[config.mk]
export PLATFORM = sky130hd
export DESIGN_NAME = vec_conflict_detect
export DESIGN_NICKNAME = d
export VERILOG_FILES = /design/src/rtl/vcd_pkg.sv /design/src/rtl/vcd_vl_gate.sv /design/src/rtl/vcd_cmp_matrix.sv /design/src/rtl/vec_conflict_detect.sv
export SDC_FILE = /design/constraint.sdc
export NUM_CORES = 1
export LEC_CHECK = 0
export BUFFER_PORTS_ARGS = -buffer_cell sky130_fd_sc_hd__buf_2
export CORE_UTILIZATION = 41
export DETAILED_ROUTE_END_ITERATION = 16
export GPL_ROUTABILITY_DRIVEN = 0
export GPL_TIMING_DRIVEN = 1
export PLACE_DENSITY_LB_ADDON = 0.1
export SKIP_CTS_REPAIR_TIMING = 1
export SYNTH_ARGS = -nofsm -noshare
export SYNTH_HDL_FRONTEND = slang
export SYNTH_SLANG_ARGS = --single-unit
[constraint.sdc]
create_clock -name clk_i -period 0.8 [get_ports clk_i]
set_input_delay 0.12 -clock clk_i [delete_from_list [all_inputs] [get_ports clk_i]]
set_output_delay 0.12 -clock clk_i [all_outputs]
set_load 0.02 [all_outputs]
[src/rtl/vcd_pkg.sv]
package vcd_pkg;
   // Pipeline variants of the detector
   typedef enum logic {
      REG_OUT_ONLY = 1'b0,
      REG_IN_OUT   = 1'b1
   } pipe_mode_e;

   localparam int unsigned VCD_MAX_ELEM = 32;
endpackage

[src/rtl/vcd_vl_gate.sv]
module vcd_vl_gate #(
   parameter int unsigned NUM_ELEM = 8,
   parameter int unsigned VL_W     = $clog2(NUM_ELEM + 1)
) (
   input  logic [VL_W-1:0]     vl_i,
   output logic [NUM_ELEM-1:0] active_o
);
   // An element is active when its position lies below the length;
   // lengths above NUM_ELEM therefore saturate naturally.
   always_comb begin
      for (int i = 0; i < NUM_ELEM; i++) begin
         active_o[i] = (i < int'(vl_i));
      end
   end
endmodule

[src/rtl/vcd_cmp_matrix.sv]
module vcd_cmp_matrix #(
   parameter int unsigned NUM_ELEM = 8,
   parameter int unsigned ELEM_W   = 16
) (
   input  logic [NUM_ELEM*ELEM_W-1:0]   src_a_i,
   input  logic [NUM_ELEM*ELEM_W-1:0]   src_b_i,
   input  logic [NUM_ELEM-1:0]          active_i,
   output logic [NUM_ELEM*NUM_ELEM-1:0] mask_o
);
   // Lower triangle holds comparators; diagonal and above are tied off.
   for (genvar gi = 0; gi < NUM_ELEM; gi++) begin : g_row
      for (genvar gj = 0; gj < NUM_ELEM; gj++) begin : g_col
         if (gj < gi) begin : g_cmp
            assign mask_o[gi*NUM_ELEM + gj] =
               active_i[gi] & active_i[gj] &
               (src_a_i[gi*ELEM_W +: ELEM_W] == src_b_i[gj*ELEM_W +: ELEM_W]);
         end else begin : g_zero
            assign mask_o[gi*NUM_ELEM + gj] = 1'b0;
         end
      end
   end
endmodule

[src/rtl/vec_conflict_detect.sv]
module vec_conflict_detect
   import vcd_pkg::*;
#(
   parameter int unsigned NUM_ELEM  = 8,
   parameter int unsigned ELEM_W    = 16,
   parameter pipe_mode_e  PIPE_MODE = REG_OUT_ONLY,
   localparam int unsigned VL_W     = $clog2(NUM_ELEM + 1),
   localparam int unsigned VEC_W    = NUM_ELEM * ELEM_W,
   localparam int unsigned MASK_W   = NUM_ELEM * NUM_ELEM
) (
   input  logic              clk_i,
   input  logic              rst_ni,
   input  logic              start_i,
   input  logic [VL_W-1:0]   vl_i,
   input  logic [VEC_W-1:0]  src_a_i,
   input  logic [VEC_W-1:0]  src_b_i,
   output logic [MASK_W-1:0] mask_o,
   output logic              done_o
);
   localparam int unsigned LAT = (PIPE_MODE == REG_IN_OUT) ? 2 : 1;

   // Diagonal-and-above positions, used by the checks below
   function automatic logic [MASK_W-1:0] upper_pattern();
      logic [MASK_W-1:0] p;
      p = '0;
      for (int i = 0; i < NUM_ELEM; i++)
         for (int j = i; j < NUM_ELEM; j++)
            p[i*NUM_ELEM + j] = 1'b1;
      return p;
   endfunction
   localparam logic [MASK_W-1:0] UPPER = upper_pattern();

   // Elaboration-time parameter checks
   if (NUM_ELEM < 2 || NUM_ELEM > VCD_MAX_ELEM) begin : g_bad_elem
      $error("vec_conflict_detect: NUM_ELEM out of range");
   end
   if (ELEM_W < 1) begin : g_bad_width
      $error("vec_conflict_detect: ELEM_W must be positive");
   end

   logic [VEC_W-1:0]    s_a, s_b;
   logic [VL_W-1:0]     s_vl;
   logic                s_go;
   logic [NUM_ELEM-1:0] active;
   logic [MASK_W-1:0]   matrix;

   // Optional input stage selected by PIPE_MODE
   if (PIPE_MODE == REG_IN_OUT) begin : g_in_reg
      always_ff @(posedge clk_i or negedge rst_ni) begin
         if (!rst_ni) begin
            s_a  <= '0;
            s_b  <= '0;
            s_vl <= '0;
            s_go <= 1'b0;
         end else begin
            s_go <= start_i;
            if (start_i) begin
               s_a  <= src_a_i;
               s_b  <= src_b_i;
               s_vl <= vl_i;
            end
         end
      end
   end else begin : g_in_pass
      assign s_a  = src_a_i;
      assign s_b  = src_b_i;
      assign s_vl = vl_i;
      assign s_go = start_i;
   end

   vcd_vl_gate #(
      .NUM_ELEM (NUM_ELEM),
      .VL_W     (VL_W)
   ) u_gate (
      .vl_i     (s_vl),
      .active_o (active)
   );

   vcd_cmp_matrix #(
      .NUM_ELEM (NUM_ELEM),
      .ELEM_W   (ELEM_W)
   ) u_matrix (
      .src_a_i  (s_a),
      .src_b_i  (s_b),
      .active_i (active),
      .mask_o   (matrix)
   );

   // Output register: capture on request, hold otherwise
   always_ff @(posedge clk_i or negedge rst_ni) begin
      if (!rst_ni) begin
         mask_o <= '0;
         done_o <= 1'b0;
      end else begin
         done_o <= s_go;
         if (s_go) mask_o <= matrix;
      end
   end


   triangular_chk: assert property (@(posedge clk_i) disable iff (!rst_ni)
      (mask_o & UPPER) == '0);


   done_timing_chk: assert property (@(posedge clk_i) disable iff (!rst_ni)
      done_o |-> $past(start_i, LAT));


   mask_hold_chk: assert property (@(posedge clk_i) disable iff (!rst_ni)
      !done_o |-> $stable(mask_o));


   zero_len_chk: assert property (@(posedge clk_i) disable iff (!rst_ni)
      (done_o && $past(vl_i, LAT) == '0) |-> (mask_o == '0));
endmodule

== Word level (Yosys, flattened, before mapping) ==
Index checks and enable logic that the tools add are counted.

* Bits in registers: 29
* Input bits: 263
* Output and inout port bits: 65
* Word-level logic and storage cells: 94

* Order comparisons: 8
* Equal/unequal tests: 28
* Bitwise gates (word level): 56

{| class="wikitable"
|+ Operator list
! cell !! number
|-
| $eq A16 B16 Y1 || 28
|-
| $and A1 B1 Y1 || 56
|-
| $lt A3 B4 Y1 const A || 4
|-
| $lt A1 B4 Y1 const A || 2
|-
| $lt A2 B4 Y1 const A || 2
|}

== Logic depth before layout (Yosys ltp) ==
Gate-level depths: netlist (run 1).

* Depth in word-level cells: 3
* Mapped depth: 5
* Mapped depth without buffers: 4

== Cells and area by module ==
From an unflattened synthesis (run 1), not the netlist that was laid out.

* Cell total of the unflattened synthesis: 913
* Area, all modules: 9,198.8 um^2

{| class="wikitable"
|+ By module, submodules not included
! module !! times used !! cells each !! area an instance (um^2) !! seq. area each (um^2)
|-
| vcd_cmp_matrix || 1 || 768 || 6,427.4 || 0.0
|-
| vec_conflict_detect || 1 || 136 || 2,703.8 || 1,626.6
|-
| vcd_vl_gate || 1 || 9 || 67.6 || 0.0
|}

== Least setup slack after synthesis (run 1) ==
OpenSTA, ideal clock, no wires.

* Path kind: input to register
* Start point: in start_i
* End point: reg mask_o[48]
* Setup time: 0.139 ns
* Arrival: 0.940 ns
* Required time: 0.661 ns
* Path slack: -0.279 ns
* Cell stages on the path: 5
* Buffers on the path: 2
* Cell sequence: buf_2 -> and2_0 -> clkbuf_1 -> a41oi_2 -> o22ai_1

{| class="wikitable"
|+ RTL lines
! item !! line !! text
|-
| start: declaration || vec_conflict_detect.sv:13 || <nowiki>input logic start_i,</nowiki>
|-
| end signal: assignment || vec_conflict_detect.sv:96 || <nowiki>if (s_go) mask_o <= matrix;</nowiki>
|-
| end: declaration || vec_conflict_detect.sv:17 || <nowiki>output logic [MASK_W-1:0] mask_o,</nowiki>
|}

== Final worst setup path (run 1) ==
* Start point: in src_b_i[52]
* End point: reg mask_o[43]

* Longest elaborated chain between the ends: 2

{| class="wikitable"
|+ RTL lines
! item !! line !! text
|-
| start: declaration || vec_conflict_detect.sv:16 || <nowiki>input logic [VEC_W-1:0] src_b_i,</nowiki>
|-
| $eq A16 B16 Y1 || vcd_cmp_matrix.sv:16 || <nowiki>(src_a_i[gi*ELEM_W +: ELEM_W] == src_b_i[gj*ELEM_W +: ELEM_W]);</nowiki>
|-
| $and A1 B1 Y1 || vcd_cmp_matrix.sv:15 || <nowiki>active_i[gi] & active_i[gj] &</nowiki>
|}

Every way passes these cells.
A chain may end at the register's enable or synchronous reset.

==> results.md, run 1 <==
- Port-buffer cells: 259
- Initial antenna violation count: 0
- WP data required: 0.98 ns
- Status: finished, violations left
- Mapped cell area: 6917 um^2
- Antenna Cells: 0
- Reg-to-Reg Start: mask_o[42]
- Crit path launch: src_b_i[52]
- CP endpoint kind: flip-flop
- # rows: 47
- Crit path max-delay cell type: nor4_1
- Hold Path Cell Cnt: 4
- Final Cell Area: 11,040 um^2
- Layout cells sized above 1: 46.09%
- Synth Warn #: 0
- TritonCTS clock tree: yes
- Worst-Skew Late Latency: 0.28 ns
- Peak supply drop: 661.5 uV
- Clock slew at reported path FFs: 0.05 ns
- Most common cell after layout, fill and taps aside: xor2_1
- Stages on worst setup path: 6
- Global-route wire length before repair: 46.71 mm
- Leakage: 5.060 nW
- Total gr overflow: 0
- Die footprint: 17,390 um^2
- CTS sink cnt: 29
- Gr usage total: 36.97%
- Max-cap violation count: 0
- DRC errors left: 0
- Crit path DAT: 1.28 ns
- Yosys reg bits: 29
- Post-synthesis sequential area ratio: 10.49%
- CTS root buffer: clkbuf_16
- Worst hold start: src_b_i[109]
- Cell Chain, Critical Path: buf_12, buf_6, xor2_1, nor4_1, nand3_1, o32ai_2
- Most frequent cells in the layout: 398 x xor2_1, 182 x buf_4, 130 x buf_2
- Top delay family on crit path: simple AND/OR/NAND/NOR gates
- Fmax: 906.9 MHz
- Die W: 131.9 um
- Relative slew slack: 63.07%
- Chip height: 131.9 um
- Worst hold slack: 0.1911 ns
- Core area: 16,520 um^2
- Worst stage delay on the critical path: 0.35 ns
- Initial Util: 41.86%
- Post-DP Area: 9228 um^2
- Startpoint types: primary input
- Area grow syn2layout: 59.55%
- Via-to-Cell Ratio: 5.416
- Layout net count: 1,464
- Number of global-route vias before repair: 7,272
- TritonCTS Buffers: 5
- WS Path Type: in2reg
- Drt first-iter violations: 606
- Drt wl/cell: 23.80 um
- FF-to-FF path depth: 3
- Fin Clk Skew: 0 ns
- Post-DRT Antenna Nets: 0
- Via count: 7,701
- CTS H-tree lvls: 2
- Hold Path Class: in2reg
- Longest Clk Path Bufs: 2
- Final setup margin: -0.3027 ns
- Final max-slew violation count: 0
- Worst Tran Pin Value: 0.5470 ns
- Final setup violation count: 57
- Final Critical Period: 1.103 ns
- Crit-path max FO: 3
- Buf+Inv Stages, Crit Path: 2
- Total power density per cell area: 847.5 nW/um^2
- Total power: 9.353 mW
- First drt pass iteration count: 5
- Mapped Cells: 830
- Final WL: 33.84 mm
- Placed wire-length estimate: 25.91 mm
- RSZ-0062 raised after global routing: yes
- Largest net degree at the start of global routing: 30
- Mean post-synth cell area: 8.333 um^2
- Final critical-path share of the clock period: 137.8%
- I/O pins: 328
- Fin. Hold Viols: 0
- Failing checks: setup timing
- Synth cell types: 26
==> metrics by stage <==
stage	util, %	setup slack (ns)	TNS [ns]	cells
detailed placement	55.84	-0.6754	-14.09	1388
global route	66.78	-0.3812	-10.02	1422
CTS	56.80	-0.3846	-10.62	1396
floorplan	-	-0.2406	-4.722	865
global placement	55.84	-0.6028	-13.62	1388
finish	66.78	-0.3027	-8.130	1422
==> flip-flops by register name, indices dropped and copies added, names as in the netlist <==
name / flops
mask_o: 28
done_o: 1
==> cells in the mapped netlist <==
master     count  area, um^2
xor2_1       415        3635
a211o_1        1       8.760
xnor2_1       33       289.0
nor4_2         3       37.54
a41oi_2        1       16.27
nand4_1       20       125.1
clkbuf_1       8       30.03
or2_2          1       6.260
dfrtp_1       29       725.7
nand2_1        2       7.510
nand3_1       21       105.1
nor3_1        12       60.06
o32ai_1        9       78.83
buf_2         52       260.3
o22ai_1       19       118.9
nor4_1        91       569.3
nor2_1         2       7.510
and2_0         1       6.260
o2111ai_1      1       8.760
inv_1         28       105.1
conb_1         1       3.750
a21o_1         1       7.510
buf_4         47       352.8
buf_6         30       337.8
o21ai_1        1       5.000
o311ai_0       1       8.760
==> where the power goes <==
group | switching [mW] | internal (mW) | leakage (nW)
sequential | 0.00117 | 1.47 | 0.401
combinational | 3.08 | 2.70 | 4.58
clock | 0.777 | 1.32 | 0.0799
==> per-layer routing <==
layer	global-route usage, %	part of all wire (%)	vias up
met4	15.18	4.8	0
met1	47.83	40	3649
met3	7.766	9.3	125
li1	-	-	3381
met2	59.58	46	546
met5	0	0	-
==> worst reg2reg max path, stage by stage (launching register included) <==
cell and delay (ns):
dfrtp_2 0.45, buf_4 0.15, inv_1 0.06, o32ai_2 0.07
==> cell families after synthesis <==
group	share of synthesized area, %
xor+xnor	56.73
buf+inv	15.70
simple gates	13.37
compound gates	3.654
flops	10.49
other cells	0.05422
==> worst paths after layout <==
check                           slack, ns    endpoint
worst max-delay path                -0.30  mask_o[43]
worst min register to register       0.55  mask_o[57]
max in group asynchronous            0.27  mask_o[42]
worst min-delay path                 0.19  mask_o[62]
worst max register to register      -0.06  mask_o[42]
min in group asynchronous            0.34  mask_o[41]
==> final cells by class <==
type,instances,area (um^2)
multi-input cells,671,5731
fillers,1427,5489
repair buffers,466,4040
flip-flops and latches,29,726.9
well taps,220,275.3
clock buffers,7,152.6
inverters,28,105.1
clock inverters,1,5.005
No activity file was read; power rests on OpenSTA's default activity.
==> run 2, diff against run 1 <==
--- a/config.mk
+++ b/config.mk
@@ -13,3 +13,2 @@
 export PLACE_DENSITY_LB_ADDON = 0.1
-export SKIP_CTS_REPAIR_TIMING = 1
 export SYNTH_ARGS = -nofsm -noshare
==> constraint.sdc (replaced) <==
create_clock -name clk_i -period 0.8 [get_ports clk_i]
set_input_delay 0.2 -clock clk_i [delete_from_list [all_inputs] [get_ports clk_i]]
set_output_delay 0.2 -clock clk_i [all_outputs]
set_load 0.02 [all_outputs]
==> results.md, run 2 (same netlist as run 1, synthesis figures left out) <==
- Top Registers: mask_o: 28 flops, done_o: 1 flops
- Fmax: 868.1 MHz (-4.3%)
- Total power density per cell area: 815.4 nW/um^2 (-3.8%)
- Final setup margin: -0.3519 ns (-0.04923 ns)
- Worst-Skew Late Latency: 0.28 ns (about the same)
- Flop pwr share: 15.5% (-0.2 points)
- CTS root buffer: clkbuf_16
- Sw Pwr: 3.877 mW (+0.37%)
- CP endpoint kind: flip-flop
- Placed wire-length estimate: 25.79 mm (-0.46%)
- Reg with most FFs: mask_o
- Final WL: 34.73 mm (+2.6%)
- FF-to-FF path depth: 4 (+1)
- Initial antenna violation count: 0 (unchanged)
- Failing checks: setup timing
- Status: finished, violations left
- Post-DRT Antenna Nets: 0 (unchanged)
- Hold Path Cell Cnt: 4 (unchanged)
- Initial Util: 41.86% (unchanged)
- Switch share: 40.76% (-0.54 points)
- Worst r2r dst: mask_o[60]
- DRC errors left: 0 (unchanged)
- Longest Clk Path Bufs: 2 (unchanged)
- I/O pins: 328 (unchanged)
- Crit path max-delay cell type: nor4_1
- Die W: 131.9 um (unchanged)
- Buf+Inv Stages, Crit Path: 2 (unchanged)
- Reg-to-Reg Start: mask_o[60]
- Port-buffer cells: 259 (unchanged)
- Global-route wire length before repair: 48.76 mm (+4.4%)
- Met1 WL: 13.38 mm (-0.87%)
- Cell Chain, Critical Path: buf_8, buf_12, xor2_1, nor4_1, nand4_1, o32ai_1
- Antenna Cells: 0 (unchanged)
- Hold path endpoint: mask_o[62]
- Peak supply drop: 649.7 uV (-1.8%)
- Final critical-path share of the clock period: 144.0% (+6.2 points)
- WS Path Type: in2reg
- TritonCTS clock tree: yes
- Layout cells sized above 1: 46.96% (+0.87 points)
- Top delay family on crit path: simple AND/OR/NAND/NOR gates
- Non-Filler Instances: 1,436 (+0.98%)
- Clock power frac: 19.9% (-2.5 points)
- Via count: 7,965 (+3.4%)
- CTS H-tree lvls: 2 (unchanged)
- Die footprint: 17,390 um^2 (unchanged)
- Core area: 16,520 um^2 (unchanged)
- Most frequent cells in the layout: 395 x xor2_1, 161 x buf_4, 149 x buf_6
- Met2 Wirelength: 15.80 mm (+1.5%)
- Fin Clk Skew: 0 ns (unchanged)
- Worst hold slack: 0.2381 ns (+0.04705 ns)
- Core Util, Final: 70.59% (+3.8 points)
- Area grow syn2layout: 68.65%
- Layout net count: 1,478 (+0.96%)
- Drt wl/cell: 24.18 um (+1.6%)
- Post-DP Area: 9228 um^2 (unchanged)
- # rows: 47 (unchanged)
- Hold Path Class: in2reg
- Chip height: 131.9 um (unchanged)
- Detail Route met3 WL: 3.477 mm (+10%)
- Startpoint types: primary input
- Most common cell after layout, fill and taps aside: xor2_1
- TritonCTS Buffers: 5 (unchanged)
- Gr usage total: 38.10% (+1.1 points)
- Max reg flops: 28 (unchanged)
- Max Used Layer: met4
- Final max-slew violation count: 0 (unchanged)
- Via-to-Cell Ratio: 5.547 (+2.4%)
- First drt pass iteration count: 7 (+2)
- Number of global-route vias before repair: 7,697 (+5.8%)
- Worst stage delay on the critical path: 0.31 ns (-0.04 ns)
- CTS sink cnt: 29 (unchanged)
- Worst hold start: src_b_i[109]
- Crit-path max FO: 5 (+2)
- Clock slew at reported path FFs: 0.06 ns (about the same)
- WP data required: 0.98 ns (about the same)
- Largest net degree at the start of global routing: 30 (unchanged)
- Combinational share of power: 64.6% (+2.7 points)
- Total gr overflow: 0 (unchanged)
- RSZ-0062 raised after global routing: yes
- Fin. Hold Viols: 0 (unchanged)
- Final Critical Period: 1.152 ns (+0.04923 ns)
- P_int: 5.634 mW (+2.6%)
- R2R Setup Slk: -0.08 ns (-0.02 ns)
- Placed instance count: 1,388 (unchanged)
- Max-cap violation count: 0 (unchanged)
- Final Cell Area: 11,660 um^2 (+5.7%)
- Leakage: 5.304 nW (+4.8%)
- Final setup violation count: 57 (unchanged)
- Total power: 9.511 mW (+1.7%)
- Crit path DAT: 1.34 ns (+0.06 ns)
- Drt first-iter violations: 591 (-2.5%)
## run 2: through the flow
stage / setup WS [ns] / setup TNS, ns
final: -0.3519 / -12.08
after detailed placement: -0.6604 / -15.99
after global routing: -0.4126 / -13.48
after CTS: -0.2834 / -11.58
after floorplan: -0.3206 / -6.962
after global placement: -0.6756 / -15.82
## run 2: layer usage
layer	track usage [%]	vias up
met5	0	-
met4	19.38	0
met3	10.23	163
met2	60.70	612
met1	47.15	3794
li1	-	3396
## run 2: worst max path at each step
stage | from | endpoint | slack [ns] | depth (start not counted)
after floorplan | src_b_i[44] | mask_o[42] | -0.32 | 5
after global placement | src_b_i[12] | mask_o[16] | -0.68 | 5
after detailed placement | src_a_i[117] | mask_o[57] | -0.66 | 6
after CTS | mask_o[51] | mask_o[51] | -0.28 | 1
after global routing | src_b_i[37] | mask_o[34] | -0.41 | 5
final | src_b_i[3] | mask_o[24] | -0.35 | 6
## run 2: tightest hold or removal path, stage by stage
cell	delay (ns)
buf_2	0.09
xnor2_1	0.06
nand3_1	0.07
o22ai_1	0.06
## run 2: power by group through the flow
stage                     registers, mW  clock network, mW  logic, mW
after CTS                          1.47               1.91       5.50
after floorplan                    1.50                  0       2.96
after global routing               1.47               1.96       6.41
after global placement             1.50                  0       4.80
final                              1.47               1.89       6.15
after detailed placement           1.50                  0       4.83
## run 2: final cells by class
cell class	instances	area, um^2
fill	1307	4860
multi-input combinational	671	5746
tap	220	275.3
sequential	29	729.5
timing repair buffer	480	4671
clock buffer	6	128.9
clock inverter	2	10.01
inverter	28	105.1
## run 2: timing repair
item                                   4_1_cts  5_1_grt
setup endpoints to repair                   57       57
pin swaps                                  111       85
resized for setup                          356      176
hold buffers                                 1        0
setup buffers                               25       16
endpoints found under the hold margin       29        0
==> run 3, diff against run 2 <==
- CORE_UTILIZATION: 41 -> 28
==> results.md, run 3 (same netlist as run 1, synthesis figures left out) <==
- Top Registers: mask_o: 28 flops, done_o: 1 flops
- WS Path Type: in2reg
- Initial Util: 28.52% (-13 points)
- Non-Filler Instances: 1,575 (+9.7%)
- Antenna Cells: 0 (unchanged)
- TritonCTS clock tree: yes
- Chip height: 159.2 um (+21%)
- Largest net degree at the start of global routing: 30 (unchanged)
- Peak supply drop: 650.1 uV (about the same)
- Met1 WL: 15.85 mm (+18%)
- Crit-path max FO: 2 (-3)
- I/O pins: 328 (unchanged)
- Worst-Skew Late Latency: 0.28 ns (about the same)
- Flop pwr share: 14.9% (-0.6 points)
- Layout cells sized above 1: 49.16% (+2.2 points)
- Hold Path Class: in2reg
- RSZ-0062 raised after global routing: yes
- Multi-input gate area: 5833 um^2 (+1.5%)
- DRC errors left: 0 (unchanged)
- Hold Path Cell Cnt: 1 (-3)
- Most common cell after layout, fill and taps aside: xor2_1
- Reg-to-Reg Start: mask_o[59]
- # rows: 57 (+21%)
- Drt wl/cell: 23.77 um (-1.7%)
- Switch share: 40.01% (-0.76 points)
- Final max-slew violation count: 0 (unchanged)
- Final critical-path share of the clock period: 144.2% (+0.26 points)
- Die footprint: 25,340 um^2 (+46%)
- First drt pass iteration count: 5 (-2)
- Placed instance count: 1,519 (+9.4%)
- R2R Setup Slk: -0.14 ns (-0.06 ns)
- Final Critical Period: 1.154 ns (+0.002064 ns)
- Final setup margin: -0.3540 ns (-0.002064 ns)
- Reg with most FFs: mask_o
- Gr usage total: 28.80% (-9.3 points)
- Filler Cells Inserted: 2,354 (+80%)
- Sw Pwr: 3.961 mW (+2.2%)
- Final setup violation count: 57 (unchanged)
- Drt first-iter violations: 455 (-23%)
- Clock power frac: 21.1% (+1.2 points)
- Via-to-Cell Ratio: 4.775 (-14%)
- Leakage: 5.523 nW (+4.1%)
- Area grow syn2layout: 76.81%
- Fmax: 866.6 MHz (-0.18%)
- Status: finished, violations left
- Via count: 7,520 (-5.6%)
- FF-to-FF path depth: 4 (unchanged)
- Initial antenna violation count: 0 (unchanged)
- Total power: 9.901 mW (+4.1%)
- Final Cell Area: 12,230 um^2 (+4.8%)
- WP data required: 1.00 ns (+0.02 ns)
- Worst hold start: start_i
- Hold path endpoint: done_o
- Met2 Wirelength: 18.41 mm (+17%)
- Core area: 24,250 um^2 (+47%)
- Seq. cell area: 730.7 um^2 (+0.17%)
- Post-DP Area: 9635 um^2 (+4.4%)
- Clock slew at reported path FFs: 0.06 ns (about the same)
- Port-buffer cells: 259 (unchanged)
- Crit path DAT: 1.35 ns (about the same)
- Worst r2r dst: mask_o[59]
- Fin Clk Skew: 0 ns (unchanged)
- Failing checks: setup timing
- CTS root buffer: clkbuf_16
- Max-cap violation count: 0 (unchanged)
- Total power density per cell area: 809.6 nW/um^2 (-0.71%)
- TritonCTS Buffers: 5 (unchanged)
- CTS sink cnt: 29 (unchanged)
- Most frequent cells in the layout: 395 x xor2_1, 198 x buf_4, 128 x buf_6
- Longest Clk Path Bufs: 2 (unchanged)
- Post-DRT Antenna Nets: 0 (unchanged)
- Max Used Layer: met4
- Combinational share of power: 64.1% (-0.5 points)
- Max reg flops: 28 (unchanged)
- Final WL: 37.44 mm (+7.8%)
- Detail Route met3 WL: 2.041 mm (-41%)
- Fin. Hold Viols: 0 (unchanged)
- CTS H-tree lvls: 2 (unchanged)
- Total gr overflow: 0 (unchanged)
- Placed wire-length estimate: 29.54 mm (+15%)
- Die W: 159.2 um (+21%)
- Startpoint types: primary input
- P_int: 5.940 mW (+5.4%)
- CP endpoint kind: flip-flop
- Worst hold slack: 0.1498 ns (-0.08829 ns)
- Number of global-route vias before repair: 7,593 (-1.4%)
- Layout net count: 1,513 (+2.4%)
- Global-route wire length before repair: 52.31 mm (+7.3%)
-- run 3: routing by layer --
| metal | GRT usage [%] | vias up |
|---|---|---|
| met5 | 0 | - |
| met4 | 10.66 | 0 |
| met3 | 4.064 | 65 |
| met2 | 49.74 | 352 |
| met1 | 36.23 | 3636 |
| li1 | - | 3467 |
-- run 3: what timing repair did --
action / 4_1_cts / 5_1_grt
hold buffers: 1 / 0
setup endpoints to repair: 57 / 57
setup buffers: 36 / 15
pin swaps: 114 / 80
endpoints found under the hold margin: 29 / 0
resized for setup: 383 / 140
-- run 3: power groups by stage --
stage / combinational (mW) / clock (mW) / sequential [mW]
floorplan: 2.96 / 0 / 1.50
global placement: 5.07 / 0 / 1.50
detailed placement: 5.06 / 0 / 1.50
CTS: 5.84 / 2.14 / 1.47
global route: 6.66 / 2.20 / 1.47
finish: 6.34 / 2.09 / 1.47
-- run 3: critical path, stage by stage --
cell and delay [ns]:
buf_12 0.10, xor2_1 0.17, nor4_2 0.34, nand4_1 0.25, o32ai_2 0.30
-- run 3: per-stage QoR --
stage | setup TNS [ns] | utilization [%] | setup WS (ns)
floorplan | -6.962 | - | -0.3206
global placement | -17.53 | 39.74 | -0.8547
detailed placement | -17.76 | 39.74 | -0.8600
CTS | -13.28 | 47.05 | -0.3359
global route | -14.93 | 50.43 | -0.4015
finish | -12.86 | 50.43 | -0.3540
-- run 3: worst max path at each step --
stage / slack (ns) / end / from
final: -0.35 / mask_o[25] / src_b_i[28]
after global routing: -0.40 / mask_o[25] / src_b_i[31]
after CTS: -0.34 / mask_o[50] / src_b_i[41]
after detailed placement: -0.86 / mask_o[50] / src_b_i[32]
after global placement: -0.85 / mask_o[50] / src_b_i[32]
after floorplan: -0.32 / mask_o[42] / src_b_i[44]
-- run 3: final cells by class --
type | count | area share, %
clock inverters | 1 | 0.04092
repair buffers | 515 | 40.86
well taps | 324 | 3.315
inverters | 28 | 0.8594
flip-flops and latches | 29 | 5.975
multi-input cells | 671 | 47.70
clock buffers | 7 | 1.248
